--- src/rtl/wsync_pkg.sv ---
package wsync_pkg;

    typedef enum logic [1:0] {
        ST_HUNT = 2'd0,
        ST_ACQ  = 2'd1,
        ST_LOCK = 2'd2
    } link_state_e;

endpackage

--- src/rtl/ws_classify.sv ---
module ws_classify (
    input  logic word_vld_i,
    input  logic code_err_i,
    input  logic disp_err_i,
    input  logic comma_i,
    output logic ev_err_o,
    output logic ev_good_o,
    output logic ev_comma_o,
    output logic ev_break_o
);

    logic any_err;

    always_comb begin
        any_err    = code_err_i | disp_err_i;
        // Two flags on one word are one event.
        ev_err_o   = word_vld_i & any_err;
        ev_good_o  = word_vld_i & ~any_err;
        ev_comma_o = word_vld_i & ~any_err & comma_i;
        ev_break_o = word_vld_i & ~(~any_err & comma_i);
    end

endmodule

--- src/rtl/ws_acq_count.sv ---
module ws_acq_count #(
    parameter int CFG_W = 8
) (
    input  logic             clk,
    input  logic             rst_n,
    input  logic             active_i,
    input  logic             ev_comma_i,
    input  logic             ev_break_i,
    input  logic [CFG_W-1:0] need_cfg_i,
    output logic             done_o
);

    typedef struct packed {
        logic [CFG_W-1:0] run;
    } acq_regs_t;

    acq_regs_t r_d, r_q;

    always_comb begin
        r_d    = r_q;
        done_o = active_i & ev_comma_i & (r_q.run == need_cfg_i);
        if (active_i) begin
            if (done_o) begin
                r_d.run = '0;
            end else if (ev_comma_i) begin
                r_d.run = r_q.run + 1'b1;
            end else if (ev_break_i) begin
                r_d.run = '0;
            end
        end
    end

    always_ff @(posedge clk) begin
        if (!rst_n) begin
            r_q <= '0;
        end else begin
            r_q <= r_d;
        end
    end

    // the run never passes the programmed length
    a_r2_run_bound: assert property (@(posedge clk) disable iff (!rst_n)
        r_q.run <= need_cfg_i);

    // idle cycles leave the run untouched
    a_r8_acq_idle: assert property (@(posedge clk) disable iff (!rst_n)
        (!ev_comma_i && !ev_break_i) |=> $stable(r_q.run));

endmodule

--- src/rtl/ws_leaky_count.sv ---
module ws_leaky_count #(
    parameter int CFG_W = 8,
    localparam int CNT_W = CFG_W + 1
) (
    input  logic             clk,
    input  logic             rst_n,
    input  logic             active_i,
    input  logic             clear_i,
    input  logic             ev_err_i,
    input  logic             ev_good_i,
    input  logic [CFG_W-1:0] loss_cfg_i,
    input  logic [CFG_W-1:0] decr_cfg_i,
    output logic [CNT_W-1:0] cnt_o,
    output logic             hit_o
);

    typedef struct packed {
        logic [CNT_W-1:0] cnt;
        logic [CFG_W-1:0] run;
    } leak_regs_t;

    leak_regs_t r_d, r_q;

    always_comb begin
        r_d   = r_q;
        hit_o = active_i & ev_err_i & (r_q.cnt == {1'b0, loss_cfg_i});
        if (clear_i) begin
            r_d.cnt = '0;
            r_d.run = '0;
        end else if (active_i) begin
            if (ev_err_i) begin
                r_d.cnt = r_q.cnt + 1'b1;
                r_d.run = '0;
            end else if (ev_good_i) begin
                if (r_q.run == decr_cfg_i) begin
                    r_d.run = '0;
                    if (r_q.cnt != '0) begin
                        r_d.cnt = r_q.cnt - 1'b1;
                    end
                end else begin
                    r_d.run = r_q.run + 1'b1;
                end
            end
        end
    end

    always_ff @(posedge clk) begin
        if (!rst_n) begin
            r_q <= '0;
        end else begin
            r_q <= r_d;
        end
    end

    assign cnt_o = r_q.cnt;

    // one error event raises the count by exactly one
    a_r4_single_step: assert property (@(posedge clk) disable iff (!rst_n)
        (active_i && ev_err_i && !clear_i) |=> (r_q.cnt == $past(r_q.cnt) + 1'b1));

    // no wrap below zero
    a_r7_floor: assert property (@(posedge clk) disable iff (!rst_n)
        (active_i && ev_good_i && !clear_i && r_q.cnt == '0) |=> (r_q.cnt == '0));

    // while locked the count stays under the limit
    a_r5_cnt_bound: assert property (@(posedge clk) disable iff (!rst_n)
        active_i |-> (r_q.cnt <= {1'b0, loss_cfg_i}));

endmodule

--- src/rtl/wa_sync_fsm.sv ---
module wa_sync_fsm
    import wsync_pkg::*;
#(
    parameter int CFG_W = 8,
    localparam int CNT_W = CFG_W + 1
) (
    input  logic             clk,
    input  logic             rst_n,
    input  logic             word_vld_i,
    input  logic             code_err_i,
    input  logic             disp_err_i,
    input  logic             comma_i,
    input  logic [CFG_W-1:0] loss_cfg_i,
    input  logic [CFG_W-1:0] decr_cfg_i,
    input  logic [CFG_W-1:0] acq_cfg_i,
    output logic             sync_o,
    output logic [1:0]       state_o,
    output logic [CNT_W-1:0] err_cnt_o
);

    typedef struct packed {
        link_state_e st;
        logic        sync;
    } top_regs_t;

    top_regs_t r_d, r_q;

    logic ev_err, ev_good, ev_comma, ev_break;
    logic acq_done, loss_hit, lock_entry;
    logic is_locked;

    ws_classify u_classify (
        .word_vld_i (word_vld_i),
        .code_err_i (code_err_i),
        .disp_err_i (disp_err_i),
        .comma_i    (comma_i),
        .ev_err_o   (ev_err),
        .ev_good_o  (ev_good),
        .ev_comma_o (ev_comma),
        .ev_break_o (ev_break)
    );

    assign is_locked = (r_q.st == ST_LOCK);

    ws_acq_count #(.CFG_W(CFG_W)) u_acq (
        .clk        (clk),
        .rst_n      (rst_n),
        .active_i   (~is_locked),
        .ev_comma_i (ev_comma),
        .ev_break_i (ev_break),
        .need_cfg_i (acq_cfg_i),
        .done_o     (acq_done)
    );

    ws_leaky_count #(.CFG_W(CFG_W)) u_leak (
        .clk        (clk),
        .rst_n      (rst_n),
        .active_i   (is_locked),
        .clear_i    (lock_entry),
        .ev_err_i   (ev_err),
        .ev_good_i  (ev_good),
        .loss_cfg_i (loss_cfg_i),
        .decr_cfg_i (decr_cfg_i),
        .cnt_o      (err_cnt_o),
        .hit_o      (loss_hit)
    );

    always_comb begin
        r_d        = r_q;
        lock_entry = 1'b0;
        unique case (r_q.st)
            ST_HUNT: begin
                if (acq_done) begin
                    r_d.st     = ST_LOCK;
                    lock_entry = 1'b1;
                end else if (ev_comma) begin
                    r_d.st = ST_ACQ;
                end
            end
            ST_ACQ: begin
                if (acq_done) begin
                    r_d.st     = ST_LOCK;
                    lock_entry = 1'b1;
                end else if (ev_break) begin
                    r_d.st = ST_HUNT;
                end
            end
            ST_LOCK: begin
                if (loss_hit) begin
                    r_d.st = ST_HUNT;
                end
            end
            default: r_d.st = ST_HUNT;
        endcase
        r_d.sync = (r_d.st == ST_LOCK);
    end

    always_ff @(posedge clk) begin
        if (!rst_n) begin
            r_q <= '{st: ST_HUNT, sync: 1'b0};
        end else begin
            r_q <= r_d;
        end
    end

    assign sync_o  = r_q.sync;
    assign state_o = r_q.st;

    // no word, no change
    a_r8_idle_hold: assert property (@(posedge clk) disable iff (!rst_n)
        !word_vld_i |=> ($stable(state_o) && $stable(err_cnt_o)));

    // hitting the limit drops sync on the next cycle
    a_r5_loss: assert property (@(posedge clk) disable iff (!rst_n)
        (sync_o && word_vld_i && (code_err_i || disp_err_i) && err_cnt_o == {1'b0, loss_cfg_i})
        |=> (!sync_o && state_o == 2'd0));

    // count is zero on the first locked cycle
    a_r9_lock_clear: assert property (@(posedge clk) disable iff (!rst_n)
        $rose(sync_o) |-> (err_cnt_o == '0));

    // a broken acquisition run falls back to hunting
    a_r3_acq_abort: assert property (@(posedge clk) disable iff (!rst_n)
        (state_o == 2'd1 && word_vld_i && (code_err_i || disp_err_i || !comma_i)) |=> (state_o == 2'd0));

endmodule

--- config.mk ---
export PLATFORM = sky130hd
export DESIGN_NAME = wa_sync_fsm
export DESIGN_NICKNAME = d
export VERILOG_FILES = /design/src/rtl/wsync_pkg.sv /design/src/rtl/ws_classify.sv /design/src/rtl/ws_acq_count.sv /design/src/rtl/ws_leaky_count.sv /design/src/rtl/wa_sync_fsm.sv
export SDC_FILE = /design/constraint.sdc
export NUM_CORES = 1
export LEC_CHECK = 0
export BUFFER_PORTS_ARGS = -buffer_cell sky130_fd_sc_hd__buf_2
export CORE_AREA = 2 2 70 72
export DETAILED_ROUTE_END_ITERATION = 8
export DIE_AREA = 0 0 72 74
export PLACE_DENSITY_LB_ADDON = 0.12
export SETUP_SLACK_MARGIN = 0.3
export SYNTH_ARGS = -nofsm -noshare
export SYNTH_HDL_FRONTEND = slang
export SYNTH_SLANG_ARGS = --single-unit
--- constraint.sdc ---
create_clock -name clk -period 2.9 [get_ports clk]
set_input_delay 0.29 -clock clk [delete_from_list [all_inputs] [get_ports clk]]
set_output_delay 0.29 -clock clk [all_outputs]
set_load 0.01 [all_outputs]
======== Word level (Yosys, flattened, before mapping) ========
Index checks and enable logic that the tools add are counted.
W data, S select, Z words.
operators by class
  eq/ne operators ......................... 6
  bitwise operators ....................... 14
  reductions and logical operators ........ 11
  $add $sub $neg .......................... 4
  muxes and demuxes ....................... 16
operators with widths
  cell                   number
  $mux W17               2
  $mux W8                4
  $mux W9                2
  $add A8 B1 Y8 const B  2
  $eq A8 B8 Y1           2
  $mux W2                5
  $add A9 B1 Y9 const B  1
  $and A1 B1 Y1          9
  $eq A9 B8 Y1           1
  $reduce_bool A9 Y1     1
  $sub A9 B1 Y9 const B  1
  $pmux W2 S3            1
  $reduce_bool A2 Y1     3
  $eq A2 B2 Y1 const B   2
  $not A1 Y1             4
  $reduce_and A2 Y1      2
  $reduce_and A4 Y1      1
  $reduce_or A2 Y1       2
  $reduce_bool A3 Y1     1
  $eq A2 B1 Y1 const B   1
  $logic_not A2 Y1       1
  $mux W1                2
  $or A1 B1 Y1           1
storage, ports and cells
  bits in registers ....................... 28
  logic and storage cells ................. 56

======== Depth between registers and ports, before layout ========
Gate-level depths: netlist (run 1).
  depth in word-level cells ............... 9
  gate-level depth with buffers ........... 8

======== Modules after synthesis ========
A second synthesis (run 1) with hierarchy kept.
second synthesis, totals
  cells, all modules ...................... 228
  area, all modules ....................... 1979.4 µm²
by module, submodules not included
  module          cells an instance  area an instance (µm²)  times used  sequential area each (µm²)
  ws_leaky_count  150                1292.5                  1           340.3
  ws_acq_count    60                 515.5                   1           160.2
  wa_sync_fsm     13                 137.6                   1           60.1
  ws_classify     5                  33.8                    1           0.0

======== Worst setup path before layout (run 1) ========
Ideal clock, no wire load.
  path type ............................... input port to flip-flop
  start point ............................. input port disp_err_i
  end point ............................... register u_leak.r_q (netlist bit u_leak.cnt_o[8])
  setup slack ............................. 0.522 ns
  stages .................................. 7
  required time ........................... 2.779 ns
  arrival time ............................ 2.257 ns
  cell sequence ........................... o21ai_2 ha_1 a21o_1 a31o_1 or3_1 a211oi_2 mux2_2
between the ends
  longest elaborated chain between the ends .. 9
  elaborated cells on any way between the ends .. 15
  classes of those cells .................. mux (3); bitwise (7); reduce/logical (5)
RTL lines
  what                         RTL line                              source
  start, declared              wa_sync_fsm.sv:11                     input logic disp_err_i,
  $or A1 B1 Y1 *               ws_classify.sv:15                     any_err = code_err_i | disp_err_i;
  $not A1 Y1                   ws_classify.sv:18, ws_classify.sv:19
  $and A1 B1 Y1                ws_classify.sv:18, ws_classify.sv:19
  $and A1 B1 Y1                ws_classify.sv:19                     ev_comma_o = word_vld_i & ~any_err & comma_i;
  $and A1 B1 Y1 (2 in series)  ws_acq_count.sv:21                    done_o = active_i & ev_comma_i & (r_q.run == need_cfg_i);
  $mux W1                      wa_sync_fsm.sv:73, wa_sync_fsm.sv:81
  $mux W1                      --
  $reduce_or A2 Y1 (no line)   --
  end signal, assigned         ws_leaky_count.sv:51                  r_q <= r_d;
  end, declared                ws_leaky_count.sv:22                  leak_regs_t r_d, r_q;
Mark *: on every way between the ends. The rest lies on a longest branch, timed or not.
A chain may end at the register's enable or synchronous reset.

======== Worst setup path after layout (run 1) ========
  start point ............................. register u_leak.r_q (netlist bit u_leak.cnt_o[0])
  end point ............................... register u_leak.r_q (netlist bit u_leak.cnt_o[8])
between the ends
  longest elaborated chain between the ends .. 5
  elaborated cells on any way between the ends .. 9
  classes of those cells .................. add/sub (2); mux (4); reduce/logical (3)
RTL lines
  what           RTL line              source
  $sub A9 B1 Y9  ws_leaky_count.sv:38  r_d.cnt = r_q.cnt - 1'b1;
  $mux W9        ws_leaky_count.sv:37  if (r_q.cnt != '0) begin
  $mux W9        ws_leaky_count.sv:35  if (r_q.run == decr_cfg_i) begin
  $mux W17       ws_leaky_count.sv:34  end else if (ev_good_i) begin
  $mux W17       ws_leaky_count.sv:31  if (ev_err_i) begin
Parallel ways exist; a longest one is shown, timed or not. The select of a mux whose other input is x is not followed.

==> results.sh, run 1 <==
export IMPL_num_rows=25
export IMPL_drt_iter0_markers=82
export IMPL_synth_top_family_by_area="simple AND/OR/NAND/NOR gates"
export IMPL_rsz0062_at_grt="no"
export IMPL_synth_compound_area_share=0.205
export IMPL_drc=0
export IMPL_critPathLaunchType="register"
export IMPL_p_leak_uw=0.000934
export IMPL_max_freq_mhz=443
export IMPL_gr_total_overflow=0
export IMPL_multi_input_area_sq_um=1300
export IMPL_path_depth=7
export IMPL_power_density_nw_per_um2=352
export IMPL_synth_simple_area_share=0.245
export IMPL_track_usage=0.175
export IMPL_p_switching_uw=178
export IMPL_die_w_microns=72
export IMPL_wirelength_microns=4530
export IMPL_cp_max_fo=6
export IMPL_ys_flop_type="dfxtp_1"
export IMPL_ant_nets=0
export IMPL_die_y_microns=74
export IMPL_initial_core_util=0.431
export IMPL_via_count=1805
export IMPL_r2r_start="u_leak.cnt_o[0]"
export IMPL_dieArea_sq_um=5330
export IMPL_place_congestion=0.843
export IMPL_synth_warning_count=0
export IMPL_cp_endpoint="u_leak.cnt_o[8]"
export IMPL_drv_cap=0
export IMPL_grt_pass1_vias=1658
export IMPL_grt_pass1_wl_microns=7520
export IMPL_clk_latency_ps=270
export IMPL_wl_per_cell_microns=13.9
export IMPL_yosysUniqueCellTypes=52
export IMPL_ys_seq_elements=28
export IMPL_synth_area_sq_um=1980
export IMPL_drv_slew=0
export IMPL_io_pins=42
export IMPL_status="finished, final reports clean"
export IMPL_antenna_found_initial=0
export IMPL_synth_mux_area_frac=0.00568
export IMPL_yosysSeqAreaShare=0.283
export IMPL_cts_max_level=1
export IMPL_p_int_uw=610
export IMPL_synth_async_reset_ratio=0
export IMPL_synth_area_leader_cell="dfxtp_1"
export IMPL_setup_violations=0
export IMPL_finalSetupTns_ps=0
export IMPL_yosys_area_share_adder=0.0669
export IMPL_cp_end_kind="register"
export IMPL_syn_nets=281
export IMPL_slew_headroom=0.443
export IMPL_synth_area_leaders="dfxtp_1 (28%), xnor2_1 (7.5%), a21oi_1 (6.3%)"
export IMPL_postSynthCellCount=241
export IMPL_min_period_ps=2260
export IMPL_firstDrtPassIters=4
export IMPL_hpwl_microns=3510
export IMPL_skew_ps=1.53
export IMPL_cts_root_buffer="clkbuf_8"
export IMPL_pwr_share_seq=0.489
export IMPL_worst_setup_path_type="reg2reg"
export IMPL_cts_buffers=3
export IMPL_final_hold_viol_count=0
export IMPL_fillers=471
export IMPL_path_buf_inv=1
export IMPL_n_antenna_cell=0
export IMPL_register_area_sq_um=561
export IMPL_crit_slowest_cell="dfxtp_1"
export IMPL_combPwrFrac=0.119
export IMPL_required_ps=3070
export IMPL_cts_hold_buf=0
export IMPL_cp_arrival_ps=2430
export IMPL_clock_sinks=28
export IMPL_synth_common_cells="dfxtp_1 (28), a21oi_1 (25), nand2_1 (21), xnor2_1 (17), o21ai_0 (16)"
export IMPL_reg2regPathDepth=7
export IMPL_switching_share=0.226
export IMPL_nets=314
export IMPL_syn_mean_instance_area_sq_um=8.23
export IMPL_vias_per_cell=5.52
export IMPL_area_delta_synth_final_pct=13.1
export IMPL_synth_xor_area_share=0.132
export IMPL_fp_coreArea_sq_um=4600
export IMPL_hold_ws_ps=319
export IMPL_worst_pin_slew_ps=835
export IMPL_vdd_drop_max_mv=0.164
export IMPL_clkPwrFrac=0.392
export IMPL_synth_top_area_share=0.283
export IMPL_postCtsSetupBuffers=0
export IMPL_drive_gt1_frac=0.223
export IMPL_cts_tree="done"
export IMPL_clk_pin_slew_ps=100
export IMPL_cts_resized=0
export IMPL_hold_path_class="in2reg"
export IMPL_yosysMostFrequentCell="dfxtp_1"
export IMPL_grt_max_degree=17
export IMPL_cpPeakStageDelay_ps=430
export IMPL_clk_path_buf_depth=2
export IMPL_io_buffer_count=41
export IMPL_cp_cell_sequence="inv_1 -> fa_1 -> nand2b_1 -> a211oi_1 -> o21ai_0 -> a211oi_2 -> mux2_2"
export IMPL_synth_edf_count=0
export IMPL_post_route_period_util=0.779
export IMPL_hold_depth=3
export IMPL_critPathLaunch="u_leak.cnt_o[0]"
export IMPL_path_delay_family="compound AO/OA/AOI/OAI gates"
export IMPL_ff2ff_setup_slack_ps=640
export IMPL_crit_reg2reg_capture="u_leak.cnt_o[8]"
==> cell type report <==
class                           instances  area share
Inverter                                6      0.0100
Clock inverter                          1      0.0134
Clock buffer                            3      0.0184
Multi-Input combinational cell        192       0.580
Tap cell                               54      0.0301
Timing Repair Buffer                   43      0.0982
Sequential cell                        28       0.250
==> metrics by stage <==
step	std cells	worst slack (ps)	area, sq um	power, uW	util
floorplan	241	522	1980	450	-
global placement	323	400	2170	488	0.472
detailed placement	323	373	2170	489	0.472
CTS	327	617	2240	797	0.488
global route	327	453	2240	818	0.488
finish	327	642	2240	788	0.488
==> registers in the layout, summed over array words and instances (netlist names) <==
register and count:
u_acq.r_q 8, sync_o 1, u_leak.r_q 8, state_o 2, u_leak.cnt_o 9
==> cells by family (layout without fill, tap and decap cells) <==
logic type | Yosys count | after routing
AO/OA/AOI/OAI | 66 | 66
XOR/XNOR | 30 | 30
adder cells (fa/ha/maj) | 10 | 10
buffers and inverters | 21 | 53
flip-flops | 28 | 28
multiplexers | 1 | 1
AND/OR/NAND/NOR | 85 | 85
==> power by group through the flow <==
stage | sequential, uW | combinational (uW) | clock, uW
4_1_cts | 385 | 94.9 | 316
3_3_place_gp | 394 | 94.1 | 0
3_5_place_dp | 394 | 94.4 | 0
2_1_floorplan | 394 | 55.3 | 0
5_1_grt | 386 | 104 | 328
6_report | 385 | 94.0 | 309
==> worst reg2reg max path: cells and delay by family, from the launching register on <==
kind            cells  cell delay [ps]
mux                 1              350
buf+inv             1              110
compound gates      3              630
fa+ha+maj           1              430
simple gates        1              210
flops               1              430
==> how the worst min path moves through the flow <==
stage                 startpoint           end  slack [ps]
floorplan                  rst_n  u_acq.r_q[3]         450
global placement    u_acq.r_q[1]  u_acq.r_q[1]         490
detailed placement  u_acq.r_q[7]  u_acq.r_q[7]         500
CTS                        rst_n  u_acq.r_q[5]         310
global route               rst_n  u_acq.r_q[5]         320
finish                     rst_n  u_acq.r_q[3]         320
==> cell usage in the layout (no fill, tap or decap), types with 3 or more instances in the layout <==
cell type / count
inv_1: 6
a211oi_1: 3
o21ai_0: 16
nor4_1: 3
and3_1: 3
nand2_1: 21
nand4_1: 8
xnor2_1: 17
clkbuf_8: 3
dfxtp_1: 28
nand2b_1: 3
a21oi_1: 25
nand3_1: 10
xor2_1: 13
buf_2: 41
or3_1: 3
nor3_1: 6
nor2_1: 12
a21o_1: 5
ha_1: 9
==> layer usage <==
layer / vias up / track usage / routed length [microns]
met5: - / 0 / 0
met4: 0 / 0.0503 / 34
met3: 2 / 0.0163 / 182
met2: 35 / 0.294 / 2080
met1: 837 / 0.242 / 2230
li1: 931 / - / -
Note: power is estimated with default switching activity, not from simulation.
==> run 2, diff against run 1 <==
==> constraint.sdc (replaced) <==
create_clock -name clk -period 2.08 [get_ports clk]
set_input_delay 0.208 -clock clk [delete_from_list [all_inputs] [get_ports clk]]
set_output_delay 0.208 -clock clk [all_outputs]
set_load 0.01 [all_outputs]
==> results.sh, run 2 (synthesis results as in run 1) <==
export IMPL_drv_cap=0
export IMPL_path_depth=6
export IMPL_critPathLaunch="u_leak.cnt_o[5]"
export IMPL_power_density_nw_per_um2=408
export IMPL_die_y_microns=74
export IMPL_final_hold_viol_count=0
export IMPL_track_usage=0.196
export IMPL_required_ps=2250
export IMPL_gr_total_overflow=0
export IMPL_p_leak_uw=0.00121
export IMPL_cts_tree="done"
export IMPL_crit_reg2reg_capture="u_leak.cnt_o[8]"
export IMPL_cp_arrival_ps=2110
export IMPL_post_route_period_util=0.930
export IMPL_vias_per_cell=5.42
export IMPL_rsz0062_at_grt="yes"
export IMPL_r2r_start="u_leak.cnt_o[5]"
export IMPL_skew_ps=6.77
export IMPL_clk_latency_ps=280
export IMPL_place_congestion=0.829
export IMPL_n_antenna_cell=0
export IMPL_setup_violations=0
export IMPL_via_count=1996
export IMPL_num_rows=25
export IMPL_final_common_cell="buf_2"
export IMPL_status="finished, final reports clean"
export IMPL_cts_root_buffer="clkbuf_8"
export IMPL_reg2regPathDepth=6
export IMPL_grt_pass1_vias=1797
export IMPL_crit_slowest_cell="dfxtp_2"
export IMPL_worst_setup_path_type="reg2reg"
export IMPL_post_route_util=0.632
export IMPL_dp_cells=350
export IMPL_hold_path_class="in2reg"
export IMPL_drive_gt1_frac=0.478
export IMPL_drt_iter0_markers=81
export IMPL_cpPeakStageDelay_ps=370
export IMPL_antenna_found_initial=0
export IMPL_min_period_ps=1940
export IMPL_clock_sinks=28
export IMPL_max_freq_mhz=517
export IMPL_path_buf_inv=0
export IMPL_nets=355
export IMPL_io_buffer_count=41
export IMPL_hpwl_microns=3850
export IMPL_largest_reg_flops=9
export IMPL_hold_depth=3
export IMPL_clk_path_buf_depth=2
export IMPL_grt_max_degree=17
export IMPL_slew_headroom=0.649
export IMPL_critPathLaunchType="register"
export IMPL_cp_max_fo=2
export IMPL_dieArea_sq_um=5330
export IMPL_io_pins=42
export IMPL_die_w_microns=72
export IMPL_worst_pin_slew_ps=520
export IMPL_cts_max_level=1
export IMPL_vdd_drop_max_mv=0.397
export IMPL_layout_cells_non_filler=368
export IMPL_ff2ff_setup_slack_ps=140
export IMPL_layout_common_cells="buf_2 (38), buf_4 (36), nand2_1 (21), a21oi_1 (18)"
export IMPL_grt_pass1_wl_microns=8360
export IMPL_area_delta_synth_final_pct=46.5
export IMPL_cp_cell_sequence="ha_4 -> a21o_1 -> a31o_1 -> or3_1 -> a211oi_2 -> mux2_4"
export IMPL_fillers=406
export IMPL_path_delay_family="compound AO/OA/AOI/OAI gates"
export IMPL_cp_endpoint="u_leak.cnt_o[8]"
export IMPL_total_power_uw=1190
export IMPL_fp_coreArea_sq_um=4600
export IMPL_cts_buffers=3
export IMPL_ant_nets=0
export IMPL_drv_slew=0
export IMPL_clk_pin_slew_ps=100
export IMPL_initial_core_util=0.431
export IMPL_drc=0
export IMPL_wirelength_microns=5520
export IMPL_wl_per_cell_microns=15.0
export IMPL_firstDrtPassIters=4
export IMPL_cp_end_kind="register"
## run 2: how the worst min path moves through the flow
stage	from	endpoint	slack, ps
after global routing	rst_n	u_acq.r_q[5]	250
after CTS	rst_n	u_acq.r_q[5]	250
after floorplan	rst_n	u_acq.r_q[3]	370
final	rst_n	u_acq.r_q[5]	250
after detailed placement	u_acq.r_q[7]	u_acq.r_q[7]	490
after global placement	u_acq.r_q[7]	u_acq.r_q[7]	490
## run 2: final cells by class
cell class / instances / area, sq um / area share
Sequential cell: 28 / 589 / 0.203
Clock inverter: 1 / 30.0 / 0.0103
Multi-Input combinational cell: 193 / 1580 / 0.543
Clock buffer: 3 / 41.3 / 0.0142
Inverter: 6 / 22.5 / 0.00775
Tap cell: 54 / 67.6 / 0.0233
Timing Repair Buffer: 83 / 578 / 0.199
## run 2: per-stage QoR
stage               hold slack (ps)  setup slack (ps)  setup TNS, ps  instance area [sq um]
finish                          248               145              0                   2910
global route                    254              57.4              0                   2910
CTS                             246               118              0                   2680
detailed placement              494              -134           -307                   2430
global placement                492              -127           -330                   2430
floorplan                       366             -29.5          -29.5                   2030
## run 2: worst min-delay path, stage by stage
cell and delay [ps]:
buf_2 130, nand2_1 60, o32ai_1 70
## run 2: power by group
group | switching, uW | internal, uW | total, uW
combinational | 106 | 110 | 217
clock | 180 | 258 | 438
sequential | 0.903 | 531 | 532
total | 287 | 899 | 1190
## run 2: timing repair
item | in CTS | in global routing
endpoints found under the setup margin | 5 | 18
gates cloned | 0 | 1
pin swaps | 12 | 26
buffers inserted | 3 | 10
gates resized for setup | 32 | 39
hold buffers | 0 | 0
## run 2: per-layer routing
metal / track usage / wire [microns] / vias to the layer above
li1: - / - / 1018
met5: 0 / 0 / -
met4: 0.0419 / 27 / 0
met2: 0.349 / 2760 / 25
met3: 0.0136 / 122 / 2
met1: 0.263 / 2620 / 951
